==> src/rtl/rx_err_pkg.sv <==
package rx_err_pkg;

  typedef enum logic [1:0] {
    PAR_NONE = 2'b00,
    PAR_ZERO = 2'b01,
    PAR_ODD  = 2'b10,
    PAR_EVEN = 2'b11
  } parMode_e;

  localparam int FLAG_W = 3;
  localparam int PE_BIT = 2;
  localparam int FE_BIT = 1;
  localparam int OV_BIT = 0;

  typedef struct packed {
    logic loadBuf;
    logic setPe;
    logic setFe;
    logic setOve;
    logic clrRead;
    logic clrOff;
  } rxStrobe_t;

endpackage

==> src/rtl/rx_err_ctrl.sv <==
module rx_err_ctrl
  import rx_err_pkg::*;
#(
  parameter int DATA_W = 8
) (
  input  logic              clk,
  input  logic              rstN,
  input  logic              pwrEn,
  input  logic              rxEn,
  input  logic [1:0]        paritySel,
  input  logic              frameDone,
  input  logic [DATA_W-1:0] frameData,
  input  logic              frameParity,
  input  logic              frameStop,
  input  logic              bufRead,
  input  logic              statRead,
  output rxStrobe_t         strb
);

  logic enabled;
  logic frameOk;
  logic dataOdd;
  logic parErr;
  logic overrun;
  logic bufFull;

  assign enabled = pwrEn & rxEn;
  assign frameOk = frameDone & enabled;
  assign dataOdd = ^frameData;

  always_comb begin
    case (parMode_e'(paritySel))
      PAR_NONE: parErr = 1'b0;
      PAR_ZERO: parErr = frameParity;
      PAR_ODD:  parErr = ~(dataOdd ^ frameParity);
      PAR_EVEN: parErr = dataOdd ^ frameParity;
      default:  parErr = 1'b0;
    endcase
  end

  // a buffer read in the same cycle frees the slot for the incoming frame
  assign overrun = frameOk & bufFull & ~bufRead;

  always_comb begin
    strb.loadBuf = frameOk & ~overrun;
    strb.setPe   = frameOk & parErr;
    strb.setFe   = frameOk & ~frameStop;
    strb.setOve  = overrun;
    strb.clrRead = statRead;
    strb.clrOff  = ~enabled;
  end

  always_ff @(posedge clk) begin
    if (!rstN) begin
      bufFull <= 1'b0;
    end else if (strb.loadBuf) begin
      bufFull <= 1'b1;
    end else if (bufRead) begin
      bufFull <= 1'b0;
    end
  end

  assert_par_none_quiet_R4 : assert property (@(posedge clk) disable iff (!rstN)
    (paritySel == 2'b00) |-> !strb.setPe);

  assert_full_flags_overrun_R6 : assert property (@(posedge clk) disable iff (!rstN)
    (bufFull && frameDone && enabled && !bufRead) |-> (strb.setOve && !strb.loadBuf));

endmodule

==> src/rtl/rx_err_datapath.sv <==
module rx_err_datapath
  import rx_err_pkg::*;
#(
  parameter int DATA_W = 8
) (
  input  logic              clk,
  input  logic              rstN,
  input  rxStrobe_t         strb,
  input  logic [DATA_W-1:0] frameData,
  output logic [DATA_W-1:0] rxBuf,
  output logic [FLAG_W-1:0] flags
);

  logic [FLAG_W-1:0] setVec;

  always_comb begin
    setVec         = '0;
    setVec[PE_BIT] = strb.setPe;
    setVec[FE_BIT] = strb.setFe;
    setVec[OV_BIT] = strb.setOve;
  end

  always_ff @(posedge clk) begin
    if (!rstN) begin
      rxBuf <= '0;
    end else if (strb.loadBuf) begin
      rxBuf <= frameData;
    end
  end

  assert_overrun_keeps_buffer_R6 : assert property (@(posedge clk) disable iff (!rstN)
    strb.setOve |=> $stable(rxBuf));

  for (genvar i = 0; i < FLAG_W; i++) begin : g_flag
    // disable wins, then a new error, then clear-on-read
    always_ff @(posedge clk) begin
      if (!rstN) begin
        flags[i] <= 1'b0;
      end else if (strb.clrOff) begin
        flags[i] <= 1'b0;
      end else if (setVec[i]) begin
        flags[i] <= 1'b1;
      end else if (strb.clrRead) begin
        flags[i] <= 1'b0;
      end
    end

    assert_flag_sticky_R8 : assert property (@(posedge clk) disable iff (!rstN)
      (flags[i] && !strb.clrRead && !strb.clrOff) |=> flags[i]);
  end

endmodule

==> src/rtl/rx_err_status.sv <==
module rx_err_status
  import rx_err_pkg::*;
#(
  parameter int DATA_W    = 8,
  parameter int ADDR_W    = 1,
  parameter int BUF_ADDR  = 0,
  parameter int STAT_ADDR = 1
) (
  input  logic              clk,
  input  logic              rstN,
  input  logic              pwrEn,
  input  logic              rxEn,
  input  logic [1:0]        paritySel,
  input  logic              frameDone,
  input  logic [DATA_W-1:0] frameData,
  input  logic              frameParity,
  input  logic              frameStop,
  input  logic              rdEn,
  input  logic [ADDR_W-1:0] rdAddr,
  output logic [DATA_W-1:0] rdData
);

  localparam int PAD_W = DATA_W - FLAG_W;

  rxStrobe_t         strb;
  logic [DATA_W-1:0] rxBuf;
  logic [FLAG_W-1:0] statusFlags;
  logic              bufRead;
  logic              statRead;

  assign bufRead  = rdEn && (rdAddr == ADDR_W'(BUF_ADDR));
  assign statRead = rdEn && (rdAddr == ADDR_W'(STAT_ADDR));

  rx_err_ctrl #(.DATA_W(DATA_W)) u_ctrl (
    .clk        (clk),
    .rstN       (rstN),
    .pwrEn      (pwrEn),
    .rxEn       (rxEn),
    .paritySel  (paritySel),
    .frameDone  (frameDone),
    .frameData  (frameData),
    .frameParity(frameParity),
    .frameStop  (frameStop),
    .bufRead    (bufRead),
    .statRead   (statRead),
    .strb       (strb)
  );

  rx_err_datapath #(.DATA_W(DATA_W)) u_dp (
    .clk      (clk),
    .rstN     (rstN),
    .strb     (strb),
    .frameData(frameData),
    .rxBuf    (rxBuf),
    .flags    (statusFlags)
  );

  always_comb begin
    rdData = '0;
    if (bufRead) begin
      rdData = rxBuf;
    end else if (statRead) begin
      rdData = {{PAD_W{1'b0}}, statusFlags};
    end
  end

  assert_read_clears_R2 : assert property (@(posedge clk) disable iff (!rstN)
    (statRead && !(frameDone && pwrEn && rxEn)) |=> (statusFlags == '0));

  assert_disabled_clear_R3 : assert property (@(posedge clk) disable iff (!rstN)
    !(pwrEn && rxEn) |=> (statusFlags == '0));

  assert_stop_low_frames_R5 : assert property (@(posedge clk) disable iff (!rstN)
    (frameDone && pwrEn && rxEn && !frameStop) |=> statusFlags[FE_BIT]);

  assert_idle_port_zero_R10 : assert property (@(posedge clk) disable iff (!rstN)
    !rdEn |-> (rdData == '0));

endmodule

==> config.mk <==
export PLATFORM = sky130hd
export DESIGN_NAME = rx_err_status
export DESIGN_NICKNAME = d
export VERILOG_FILES = /design/src/rtl/rx_err_pkg.sv /design/src/rtl/rx_err_ctrl.sv /design/src/rtl/rx_err_datapath.sv /design/src/rtl/rx_err_status.sv
export SDC_FILE = /design/constraint.sdc
export NUM_CORES = 1
export LEC_CHECK = 0
export BUFFER_PORTS_ARGS = -buffer_cell sky130_fd_sc_hd__buf_4
export CORE_ASPECT_RATIO = 0.8
export CORE_MARGIN = 2
export CORE_UTILIZATION = 42
export DETAILED_ROUTE_END_ITERATION = 8
export GPL_TIMING_DRIVEN = 0
export PLACE_DENSITY = 0.7
export SYNTH_ARGS = -nofsm -noshare
export SYNTH_HDL_FRONTEND = slang
export SYNTH_HIERARCHICAL = 1
export SYNTH_SLANG_ARGS = --single-unit
==> constraint.sdc <==
create_clock -name clk -period 1.15 [get_ports clk]
set_input_delay 0.115 -clock clk [delete_from_list [all_inputs] [get_ports clk]]
set_output_delay 0.115 -clock clk [all_outputs]
set_load 0.02 [all_outputs]
== Word-level counts from Yosys, hierarchy flattened ==
Index checks and enable logic that the tools add are counted.

* Equality and inequality tests: 3
* Multiplexer cells: 9
* Bitwise operators: 13
* Reductions and logical operators: 9

{| class="wikitable"
|+ Operators with widths
! kind !! count
|-
| 2-to-1 mux 8 bit || 1
|-
| nonzero test 2 bit || 4
|-
| XOR reduction 8 bit || 1
|-
| bitwise AND 1 bit || 7
|-
| 2-to-1 mux 1 bit || 6
|-
| inverter 1 bit || 5
|-
| == test 2 bit (second input constant) || 2
|-
| case mux 1 bit (4 select lines) || 1
|-
| 2-to-1 mux 3 bit || 1
|-
| == test 2 x 1 -> 1 bit (second input constant) || 1
|-
| logical AND 1 bit || 2
|-
| zero test 2 bit || 1
|-
| AND reduction 2 bit || 1
|-
| XOR 1 bit || 1
|}

* Bits in registers: 12
* Input bits: 19
* Output and inout port bits: 8
* Logic and storage cells: 39

== Depth between registers and ports, before layout ==
Gate-level depths: netlist of run 1.

* Depth in word-level cells: 7
* Mapped depth: 7
* Depth with buffers taken out: 7

== Cells and area by module ==
Netlist of run 1, hierarchy kept.

{| class="wikitable"
|+ By module, submodules not included
! module !! instances !! cells an instance !! area an instance (um2) !! sequential area each (um2)
|-
| rx_err_datapath || 1 || 38 || 412.9 || 220.2
|-
| rx_err_ctrl || 1 || 25 || 201.4 || 20.0
|-
| rx_err_status || 1 || 13 || 95.1 || 0.0
|}

== Worst setup path after synthesis of run 1 ==
No wires, ideal clock.

* Path kind: input port to flip-flop
* Start: input port frameData[6]
* End: register u_dp.flags[2]
* Library setup time: 0.116 ns
* Arrival: 1.077 ns
* Data required time: 1.034 ns
* Slack: -0.043 ns
* Cell stages on the path: 7
* Buffers on the path: 0
* Cell sequence: xnor2_1 xnor2_1 xnor3_1 nand3b_1 nand3b_1 inv_1 a21oi_1

{| class="wikitable"
|+ RTL lines
! element !! line !! text
|-
| from (decl) || rx_err_status.sv:15 || <nowiki>input logic [DATA_W-1:0] frameData,</nowiki>
|-
| to (signal, indexed assignment) || rx_err_datapath.sv:38 || <nowiki>flags[i] <= 1'b0;</nowiki>
|-
| to (signal, indexed assignment) || rx_err_datapath.sv:40 || <nowiki>flags[i] <= 1'b0;</nowiki>
|-
| to (signal, indexed assignment) || rx_err_datapath.sv:42 || <nowiki>flags[i] <= 1'b1;</nowiki>
|-
| to (decl) || rx_err_datapath.sv:11 || <nowiki>output logic [FLAG_W-1:0] flags</nowiki>
|}

==> results of run 1 <==
==> cell usage in the layout, fill, tap and decap left out, drive strengths merged <==
cell	count
buf	29
nor2b	12
dfxtp	12
mux2i	11
and2	8
xnor2	6
nand2b	5
a21oi	4
clkbuf	3
inv	3
nand3	2
nor2	2
nand3b	2
and3	1
nand2	1
xor2	1
nand4b	1
xnor3	1
a21boi	1
==> final cells by class <==
| cell class | instances | area (sq um) | area share |
|---|---|---|---|
| plain buffers | 3 | 26.3 | 0.0267 |
| flip-flops and latches | 12 | 241 | 0.246 |
| well taps | 22 | 27.5 | 0.0280 |
| clock buffers | 3 | 22.5 | 0.0229 |
| repair buffers | 26 | 195 | 0.198 |
| inverters | 3 | 11.3 | 0.0115 |
| multi-input cells | 58 | 459 | 0.467 |
==> repair_timing <==
action	4_1_cts	5_1_grt
hold endpoints to repair	0	0
hold buffers	0	0
setup endpoints to repair	0	5
gates resized for setup	0	2
==> routing by layer <==
metal / share of wire / wire length (microns) / track usage / vias up
met5: 0 / 0 / 0 / -
met4: 0.010 / 14 / 0.0625 / 0
met3: 0.058 / 80 / 0.0584 / 2
met2: 0.47 / 651 / 0.267 / 13
met1: 0.46 / 633 / 0.168 / 255
li1: - / - / - / 308
==> critical path: cells and delay by family <==
kind	cells	cell delay, ps
XOR/XNOR	3	740
buffers and inverters	2	180
AND/OR/NAND/NOR	2	180
AO/OA/AOI/OAI	1	50
==> flip-flops by register name, summed over array words and instances, names as in the netlist <==
| signal | flops |
|---|---|
| u_ctrl/bufFull | 1 |
| u_dp/flags | 3 |
| u_dp/rxBuf | 8 |
==> final timing paths <==
kind / from / slack, ps / endpoint / cells after the start
hold reg to reg: u_dp/flags[1] / 480 / u_dp/flags[1] / 2
setup reg to reg: u_ctrl/bufFull / 80 / u_dp/rxBuf[0] / 5
setup / recovery: frameData[3] / 50 / u_dp/flags[2] / 8
hold / removal: frameStop / 80 / u_dp/flags[1] / 4
==> logic make-up after synthesis <==
| logic type | count (synthesis) |
|---|---|
| multiplexers | 11 |
| buffers and inverters | 6 |
| AO/OA/AOI/OAI | 5 |
| XOR/XNOR | 8 |
| flip-flops | 12 |
| AND/OR/NAND/NOR | 34 |
==> where the power goes <==
group | internal (mW) | switching [mW] | total (mW)
Sequential | 0.427 | 0.00477 | 0.432
Clock | 0.121 | 0.138 | 0.259
Combinational | 0.136 | 0.0933 | 0.229
==> stage by stage <==
stage	instance area [sq um]	utilization	power, mW	cells	worst slack (ps)
finish	983	0.611	0.919	127	51.9
global route	983	0.611	0.973	127	-12.2
CTS	977	0.607	0.935	127	61.9
detailed placement	955	0.593	0.668	124	-224
global placement	955	0.593	0.666	124	-217
floorplan	732	-	0.580	76	24.2
==> impl_results.html, run 1 <==
<table>
<tr><th>Metric</th><th>Value</th></tr>
<tr><th colspan="2">Power</th></tr>
<tr><td>Lkg Pwr</td><td>0.419 nW</td></tr>
<tr><td>Peak supply drop</td><td>0.000731 V</td></tr>
<tr><td>Power density over the cells</td><td>935 nW/um^2</td></tr>
<tr><th colspan="2">Timing</th></tr>
<tr><td>Post-Route Setup TNS</td><td>0 ps</td></tr>
<tr><td>Highest attainable clock frequency</td><td>0.911 GHz</td></tr>
<tr><td>Worst slew margin relative to its limit</td><td>0.821</td></tr>
<tr><td>Max-slew violation total from the final report</td><td>0</td></tr>
<tr><td>Final worst-path cycle share</td><td>0.955</td></tr>
<tr><td>Unrepaired setup endpoints after global routing</td><td>yes</td></tr>
<tr><td>Shortest period the worst path allows</td><td>1100 ps</td></tr>
<tr><td>Worst Hold Margin</td><td>80.7 ps</td></tr>
<tr><td>Worst Clk Skew</td><td>2.00 ps</td></tr>
<tr><td>Least-Margin Pin Slew</td><td>267 ps</td></tr>
<tr><td>Number of setup violations in the final report</td><td>0</td></tr>
<tr><td>Fin. Hold Viols</td><td>0</td></tr>
<tr><th colspan="2">Layout</th></tr>
<tr><td>Area overhead of the layout relative to synthesis</td><td>38.6%</td></tr>
<tr><td>Layout cell share with drive strength beyond 1</td><td>0.352</td></tr>
<tr><td>Layout net count</td><td>126</td></tr>
<tr><td>Final antenna diode count</td><td>0</td></tr>
<tr><td>Fill cell instance count of the final layout</td><td>155</td></tr>
<tr><th colspan="2">Clock tree</th></tr>
<tr><td># clock sinks</td><td>12</td></tr>
<tr><td>CTS clk-pin slew, worst paths</td><td>70 ps</td></tr>
<tr><td>TritonCTS clock tree</td><td>yes</td></tr>
<tr><td>Source-to-sink clock delay at the later pin of the worst-skew pair</td><td>270 ps</td></tr>
<tr><td>Max H-tree Level</td><td>1</td></tr>
<tr><td>Clock Tree Root</td><td>sky130_fd_sc_hd__clkbuf_4</td></tr>
<tr><td>Post CTS Setup Buffer Count</td><td>0</td></tr>
<tr><td>Maximum clock path buffer count</td><td>2</td></tr>
<tr><td>Number of clock buffers inserted by TritonCTS</td><td>3</td></tr>
<tr><th colspan="2">Yosys</th></tr>
<tr><td>Gate count after technology mapping</td><td>76</td></tr>
<tr><td>Top cell types by occurrence after synthesis</td><td>sky130_fd_sc_hd__dfxtp_1 (12), sky130_fd_sc_hd__mux2i_1 (11), sky130_fd_sc_hd__nor2b_1 (11)</td></tr>
<tr><td>Syn_area_per_cell</td><td>9.33 sq um</td></tr>
<tr><td>Syn_nets</td><td>95</td></tr>
<tr><td>Dominant synthesized flop cell</td><td>sky130_fd_sc_hd__dfxtp_1</td></tr>
<tr><td>Most numerous cell in the Yosys netlist</td><td>sky130_fd_sc_hd__dfxtp_1</td></tr>
<tr><td>Count of warnings emitted by yosys</td><td>6</td></tr>
<tr><td>Part of the Yosys area used for sequential elements</td><td>0.339</td></tr>
<tr><td>Post-synth top area cell</td><td>sky130_fd_sc_hd__dfxtp_1</td></tr>
<tr><td>Largest family of logic cells by synthesized area</td><td>simple AND/OR/NAND/NOR gates</td></tr>
<tr><td>Fraction of post-synthesis cell area in the top cell type by area</td><td>0.339</td></tr>
<tr><td>Xor/xnor share of the synthesized area</td><td>0.118</td></tr>
<tr><td>Adder and majority gate portion of the synthesized area</td><td>0</td></tr>
<tr><td>Post-Synth Simple-Gate Area</td><td>0.296</td></tr>
<tr><td>Proportion of synthesized flip-flops having asynchronous set or reset</td><td>0</td></tr>
<tr><td>Number of register bits inferred by synthesis</td><td>12</td></tr>
<tr><td>Post-synth cell types</td><td>20</td></tr>
<tr><td>Number of enable-type register cells in the synthesized netlist</td><td>0</td></tr>
<tr><td>Compound-cell area share of the yosys netlist</td><td>0.0388</td></tr>
<tr><td>Cell area after technology mapping</td><td>709 sq um</td></tr>
<tr><td>Multiplexer fraction of the synthesized cell area</td><td>0.155</td></tr>
<tr><td>Largest cells by area after synthesis</td><td>sky130_fd_sc_hd__dfxtp_1 (34%), sky130_fd_sc_hd__mux2i_1 (16%), sky130_fd_sc_hd__nor2b_1 (9.7%)</td></tr>
<tr><th colspan="2">Global routing</th></tr>
<tr><td>Global-route wire length before repair</td><td>2.12 mm</td></tr>
<tr><td>Number of antenna violations at the first check in global routing</td><td>0</td></tr>
<tr><td>Overflow left after global routing</td><td>0</td></tr>
<tr><td>Pin count of the biggest net entering global routing</td><td>11</td></tr>
<tr><td>Vias in the first global route</td><td>501</td></tr>
<tr><td>GR Util All Layers</td><td>0.150</td></tr>
<tr><th colspan="2">Floorplanning</th></tr>
<tr><td>Area of the core region</td><td>1610 sq um</td></tr>
<tr><td>Initial Utilization</td><td>0.441</td></tr>
<tr><td>Die area</td><td>2040 sq um</td></tr>
<tr><td>I/O pins</td><td>27</td></tr>
<tr><td>Die span in y</td><td>40.8 microns</td></tr>
<tr><td>Horiz. Die Dim</td><td>50.0 microns</td></tr>
<tr><td>Core Rows</td><td>13</td></tr>
<tr><th colspan="2">Worst setup path</th></tr>
<tr><td>Critical path data required time</td><td>1320 ps</td></tr>
<tr><td>Crit-path cells</td><td>buf_4 &gt; xnor2_2 &gt; xnor2_2 &gt; xnor3_1 &gt; nand3b_1 &gt; nand3b_1 &gt; inv_1 &gt; a21oi_1</td></tr>
<tr><td>Master of the slowest instance on the critical path</td><td>sky130_fd_sc_hd__xnor3_1</td></tr>
<tr><td>Startpoint class of the critical path</td><td>primary input</td></tr>
<tr><td>Slowest cell delay on critical path</td><td>360 ps</td></tr>
<tr><td>Critical-path maximum fanout</td><td>2</td></tr>
<tr><td>Type of element capturing the critical path</td><td>register</td></tr>
<tr><td>Data arrival time of the critical path</td><td>1270 ps</td></tr>
<tr><td>Start-to-end type of the worst setup path</td><td>in -&gt; reg</td></tr>
<tr><th colspan="2">Detailed routing</th></tr>
<tr><td>DRC viols</td><td>0</td></tr>
<tr><td>DRT antenna net count</td><td>0</td></tr>
<tr><td>Total number of vias</td><td>578</td></tr>
<tr><td>Pre-Repair DR Iteration Count</td><td>4</td></tr>
<tr><td>Routed len/inst</td><td>10.9 microns</td></tr>
<tr><td>Post-detailed-route via-to-cell ratio</td><td>4.55</td></tr>
<tr><td>Iteration-0 DRC Markers</td><td>2</td></tr>
<tr><td>Wire length after detailed routing</td><td>1.38 mm</td></tr>
<tr><th colspan="2">Place</th></tr>
<tr><td>Port Buffer Count</td><td>26</td></tr>
<tr><td>Half-perimeter wire length of the detailed placement result</td><td>1.06 mm</td></tr>
<tr><td>GPL Wtd Cong</td><td>0.711</td></tr>
<tr><th colspan="2">Hold path</th></tr>
<tr><td>Type of the most critical hold path</td><td>in -&gt; reg</td></tr>
<tr><th colspan="2">Status</th></tr>
<tr><td>Status</td><td>finished clean</td></tr>
<tr><th colspan="2">Job</th></tr>
<tr><td>Max-cap violation count</td><td>0</td></tr>
</table>
Power figures use the tool's default switching activity.
==> run 2, diff against run 1 <==
Settings changed: PLACE_DENSITY 0.7 to 0.83.
==> run 2 against run 1 <==
Effect of this change: clock skew up 0.92 ps; clock-buffer cell count unchanged; final cell count down 0.79%; utilization up 0.54 points; die area unchanged; via count up 1.6%; cell area up 0.89%; flip-flop and latch count unchanged; highest routed layer unchanged; first-iteration DRC count rose to 2.5 times the previous value; non-clock buffer count down 1; sequential power about the same; largest cell class unchanged.
==> impl_results.html, run 2 (synthesis gave the netlist of run 1 again) <==
<table>
<tr><th>Metric</th><th>Value</th></tr>
<tr><th colspan="2">Power</th></tr>
<tr><td>Total power draw</td><td>0.918 mW (-0.21%)</td></tr>
<tr><td>Lkg Pwr</td><td>0.427 nW (+2.0%)</td></tr>
<tr><td>Power density over the cells</td><td>925 nW/um^2 (-1.1%)</td></tr>
<tr><td>Sequential group share of total power</td><td>0.471 (+0.002)</td></tr>
<tr><td>Peak supply drop</td><td>0.000752 V (+3.0%)</td></tr>
<tr><td>Part of the total power dissipated in the clock network</td><td>0.267 (-0.015)</td></tr>
<tr><td>Switching part of the total</td><td>0.249 (-0.00763)</td></tr>
<tr><td>Switching power summed over all nets</td><td>0.228 mW (-3.2%)</td></tr>
<tr><td>Combinational share of power</td><td>0.262 (+0.013)</td></tr>
<tr><td>Cell internal power dissipation</td><td>0.689 mW (+0.82%)</td></tr>
<tr><th colspan="2">Detailed routing</th></tr>
<tr><td>Routed len/inst</td><td>11.8 microns (+8.9%)</td></tr>
<tr><td>Pre-Repair DR Iteration Count</td><td>4 (unchanged)</td></tr>
<tr><td>Post-detailed-route via-to-cell ratio</td><td>4.66 (+2.4%)</td></tr>
<tr><td>DRC viols</td><td>0 (unchanged)</td></tr>
<tr><td>Iteration-0 DRC Markers</td><td>5 (+3)</td></tr>
<tr><td>DRT antenna net count</td><td>0 (unchanged)</td></tr>
<tr><td>Total number of vias</td><td>587 (+1.6%)</td></tr>
<tr><td>Wire length after detailed routing</td><td>1.49 mm (+8.0%)</td></tr>
<tr><th colspan="2">Job</th></tr>
<tr><td>Max-cap violation count</td><td>0 (unchanged)</td></tr>
<tr><th colspan="2">Worst setup path</th></tr>
<tr><td>Slowest cell delay on critical path</td><td>340 ps (-20 ps)</td></tr>
<tr><td>Type of element capturing the critical path</td><td>register</td></tr>
<tr><td>CP Depth</td><td>8 (unchanged)</td></tr>
<tr><td>Startpoint class of the critical path</td><td>primary input</td></tr>
<tr><td>Critical path data required time</td><td>1310 ps (about the same)</td></tr>
<tr><td>Data arrival time of the critical path</td><td>1240 ps (-30 ps)</td></tr>
<tr><td>Category of cells accounting for the largest share of critical-path delay</td><td>XOR/XNOR gates</td></tr>
<tr><td>Start-to-end type of the worst setup path</td><td>in -&gt; reg</td></tr>
<tr><td>Crit-path cells</td><td>buf_4 &gt; xnor2_2 &gt; xnor2_2 &gt; xnor3_1 &gt; nand3b_1 &gt; nand3b_1 &gt; inv_1 &gt; a21oi_1</td></tr>
<tr><td>First element of the critical path</td><td>frameData[7]</td></tr>
<tr><td>Reg-to-reg endpoint</td><td>u_dp/rxBuf[3]</td></tr>
<tr><td>FF-to-FF path depth</td><td>4 (-1)</td></tr>
<tr><td>Worst reg2reg startpoint</td><td>u_ctrl/bufFull</td></tr>
<tr><td>Worst setup endpoint</td><td>u_dp/flags[2]</td></tr>
<tr><td>Master of the slowest instance on the critical path</td><td>sky130_fd_sc_hd__xnor3_1</td></tr>
<tr><td>Slack of the worst reg-to-reg path</td><td>80 ps (about the same)</td></tr>
<tr><td>Critical-path maximum fanout</td><td>2 (unchanged)</td></tr>
<tr><td>CP Buf/Inv Count</td><td>2 (unchanged)</td></tr>
<tr><th colspan="2">Timing</th></tr>
<tr><td>Worst slew margin relative to its limit</td><td>0.856 (+0.0355)</td></tr>
<tr><td>Fin. Hold Viols</td><td>0 (unchanged)</td></tr>
<tr><td>Final worst-path cycle share</td><td>0.944 (-0.0104)</td></tr>
<tr><td>Max-slew violation total from the final report</td><td>0 (unchanged)</td></tr>
<tr><td>Worst Clk Skew</td><td>2.92 ps (+0.919 ps)</td></tr>
<tr><td>Shortest period the worst path allows</td><td>1090 ps (-12.0 ps)</td></tr>
<tr><td>Least-Margin Pin Slew</td><td>215 ps (-52.4 ps)</td></tr>
<tr><td>Worst Setup Slack, final</td><td>63.9 ps (+12.0 ps)</td></tr>
<tr><td>Unrepaired setup endpoints after global routing</td><td>no</td></tr>
<tr><td>Number of setup violations in the final report</td><td>0 (unchanged)</td></tr>
<tr><td>Highest attainable clock frequency</td><td>0.921 GHz (+1.1%)</td></tr>
<tr><th colspan="2">Layout</th></tr>
<tr><td>Layout net count</td><td>125 (-0.79%)</td></tr>
<tr><td>Flip-flop count of the largest register after layout</td><td>8 (unchanged)</td></tr>
<tr><td>Layout cell share with drive strength beyond 1</td><td>0.385 (+0.0322)</td></tr>
<tr><td>Biggest registers after layout</td><td>u_dp/rxBuf x8, u_dp/flags x3, u_ctrl/bufFull x1</td></tr>
<tr><td>Final instance area</td><td>992 sq um (+0.89%)</td></tr>
<tr><td>Register with the most flip-flops</td><td>u_dp/rxBuf</td></tr>
<tr><td>Non-filler instance count after layout</td><td>126 (-0.79%)</td></tr>
<tr><td>Most common library cell in the layout ignoring fill and taps</td><td>sky130_fd_sc_hd__buf_4</td></tr>
<tr><td>Commonest cells after routing, fill and taps aside</td><td>sky130_fd_sc_hd__buf_4 (28), sky130_fd_sc_hd__mux2i_1 (11), sky130_fd_sc_hd__nor2b_1 (11), sky130_fd_sc_hd__dfxtp_1 (11), sky130_fd_sc_hd__and2_1 (7)</td></tr>
<tr><td>Final antenna diode count</td><td>0 (unchanged)</td></tr>
<tr><td>Area overhead of the layout relative to synthesis</td><td>39.9%</td></tr>
<tr><td>Finished Core Util</td><td>0.616 (+0.00544)</td></tr>
<tr><th colspan="2">Global routing</th></tr>
<tr><td>GR Util All Layers</td><td>0.161 (+0.0115)</td></tr>
<tr><td>Number of antenna violations at the first check in global routing</td><td>0 (unchanged)</td></tr>
<tr><td>Overflow left after global routing</td><td>0 (unchanged)</td></tr>
<tr><td>Pin count of the biggest net entering global routing</td><td>11 (unchanged)</td></tr>
<tr><td>Vias in the first global route</td><td>549 (+9.6%)</td></tr>
<tr><td>Global-route wire length before repair</td><td>2.35 mm (+11%)</td></tr>
<tr><th colspan="2">Clock tree</th></tr>
<tr><td>TritonCTS clock tree</td><td>yes</td></tr>
<tr><td>Number of clock buffers inserted by TritonCTS</td><td>3 (unchanged)</td></tr>
<tr><td>Max H-tree Level</td><td>1 (unchanged)</td></tr>
<tr><td>Clock Tree Root</td><td>sky130_fd_sc_hd__clkbuf_4</td></tr>
<tr><td>CTS clk-pin slew, worst paths</td><td>70 ps (about the same)</td></tr>
<tr><td>Source-to-sink clock delay at the later pin of the worst-skew pair</td><td>260 ps (about the same)</td></tr>
<tr><td># clock sinks</td><td>12 (unchanged)</td></tr>
<tr><td>Maximum clock path buffer count</td><td>2 (unchanged)</td></tr>
<tr><td>Post CTS Setup Buffer Count</td><td>0 (unchanged)</td></tr>
<tr><th colspan="2">Floorplanning</th></tr>
<tr><td>I/O pins</td><td>27 (unchanged)</td></tr>
<tr><td>Die area</td><td>2040 sq um (unchanged)</td></tr>
<tr><td>Core Rows</td><td>13 (unchanged)</td></tr>
<tr><td>Die span in y</td><td>40.8 microns (unchanged)</td></tr>
<tr><td>Initial Utilization</td><td>0.441 (unchanged)</td></tr>
<tr><td>Horiz. Die Dim</td><td>50.0 microns (unchanged)</td></tr>
<tr><td>Area of the core region</td><td>1610 sq um (unchanged)</td></tr>
<tr><th colspan="2">Hold path</th></tr>
<tr><td>Type of the most critical hold path</td><td>in -&gt; reg</td></tr>
<tr><td>Cell count of the worst hold path</td><td>4 (unchanged)</td></tr>
<tr><td>Start point of the worst min-delay path</td><td>frameStop</td></tr>
<tr><th colspan="2">Place</th></tr>
<tr><td>Port Buffer Count</td><td>26 (unchanged)</td></tr>
<tr><td>Half-perimeter wire length of the detailed placement result</td><td>1.25 mm (+18%)</td></tr>
<tr><td>GPL Wtd Cong</td><td>0.656 (-7.7%)</td></tr>
<tr><td>Setup WS pre-CTS</td><td>-256 ps (-31.8 ps)</td></tr>
<tr><td>Total cell area at the placement stage</td><td>955 sq um (unchanged)</td></tr>
<tr><td>Total instance count after detailed placement</td><td>124 (unchanged)</td></tr>
<tr><th colspan="2">Status</th></tr>
<tr><td>Status</td><td>finished clean</td></tr>
</table>
[run 2: cell types whose count changed in the layout (fill, tap and decap cells not counted), sizes merged]
cell  delta
buf      -1
[run 2: metal layers]
metal	up-vias	global-route usage	part of all wire
li1	306	-	-
met1	262	0.198	0.45
met2	17	0.290	0.49
met3	2	0.0438	0.048
met4	0	0.0417	0.0087
met5	-	0	0
[run 2: tightest hold or removal path: stages]
cell	delay (ps)
sky130_fd_sc_hd__buf_4	80
sky130_fd_sc_hd__nor2_1	30
sky130_fd_sc_hd__inv_1	40
sky130_fd_sc_hd__a21oi_1	50
[run 2: how the worst min path moves through the flow]
stage | end | slack, ps
after global routing | u_dp/flags[1] | 90
after CTS | u_dp/flags[1] | 100
after detailed placement | u_dp/flags[1] | 380
after floorplan | u_dp/rxBuf[3] | 240
after global placement | u_dp/flags[1] | 360
final | u_dp/flags[1] | 90
[run 2: layout make-up]
type / count / area (sq um)
buffer: 2 / 15.0
clock buffer: 3 / 22.5
fill: 143 / 618
inverter: 3 / 11.3
multi-input combinational: 58 / 479
sequential: 12 / 241
tap: 22 / 27.5
timing repair buffer: 26 / 195
[run 2: repair_timing]
action                                  4_1_cts  5_1_grt
hold buffers                                  0        0
endpoints found under the setup margin        0        5
hold endpoints to repair                      0        0
resized for setup                             0        5
[run 2: power by group through the flow]
stage | clock (mW) | combinational [mW] | sequential (mW)
after floorplan | 0 | 0.140 | 0.440
after global placement | 0 | 0.223 | 0.441
after detailed placement | 0 | 0.229 | 0.442
after CTS | 0.255 | 0.230 | 0.432
after global routing | 0.282 | 0.259 | 0.433
final | 0.245 | 0.241 | 0.432
[run 2: through the flow]
| step | hold WS, ps | TNS (ps) |
|---|---|---|
| floorplan | 243 | 0 |
| global placement | 362 | -1330 |
| detailed placement | 381 | -1690 |
| CTS | 100 | 0 |
| global route | 89.3 | 0 |
| finish | 93.1 | 0 |
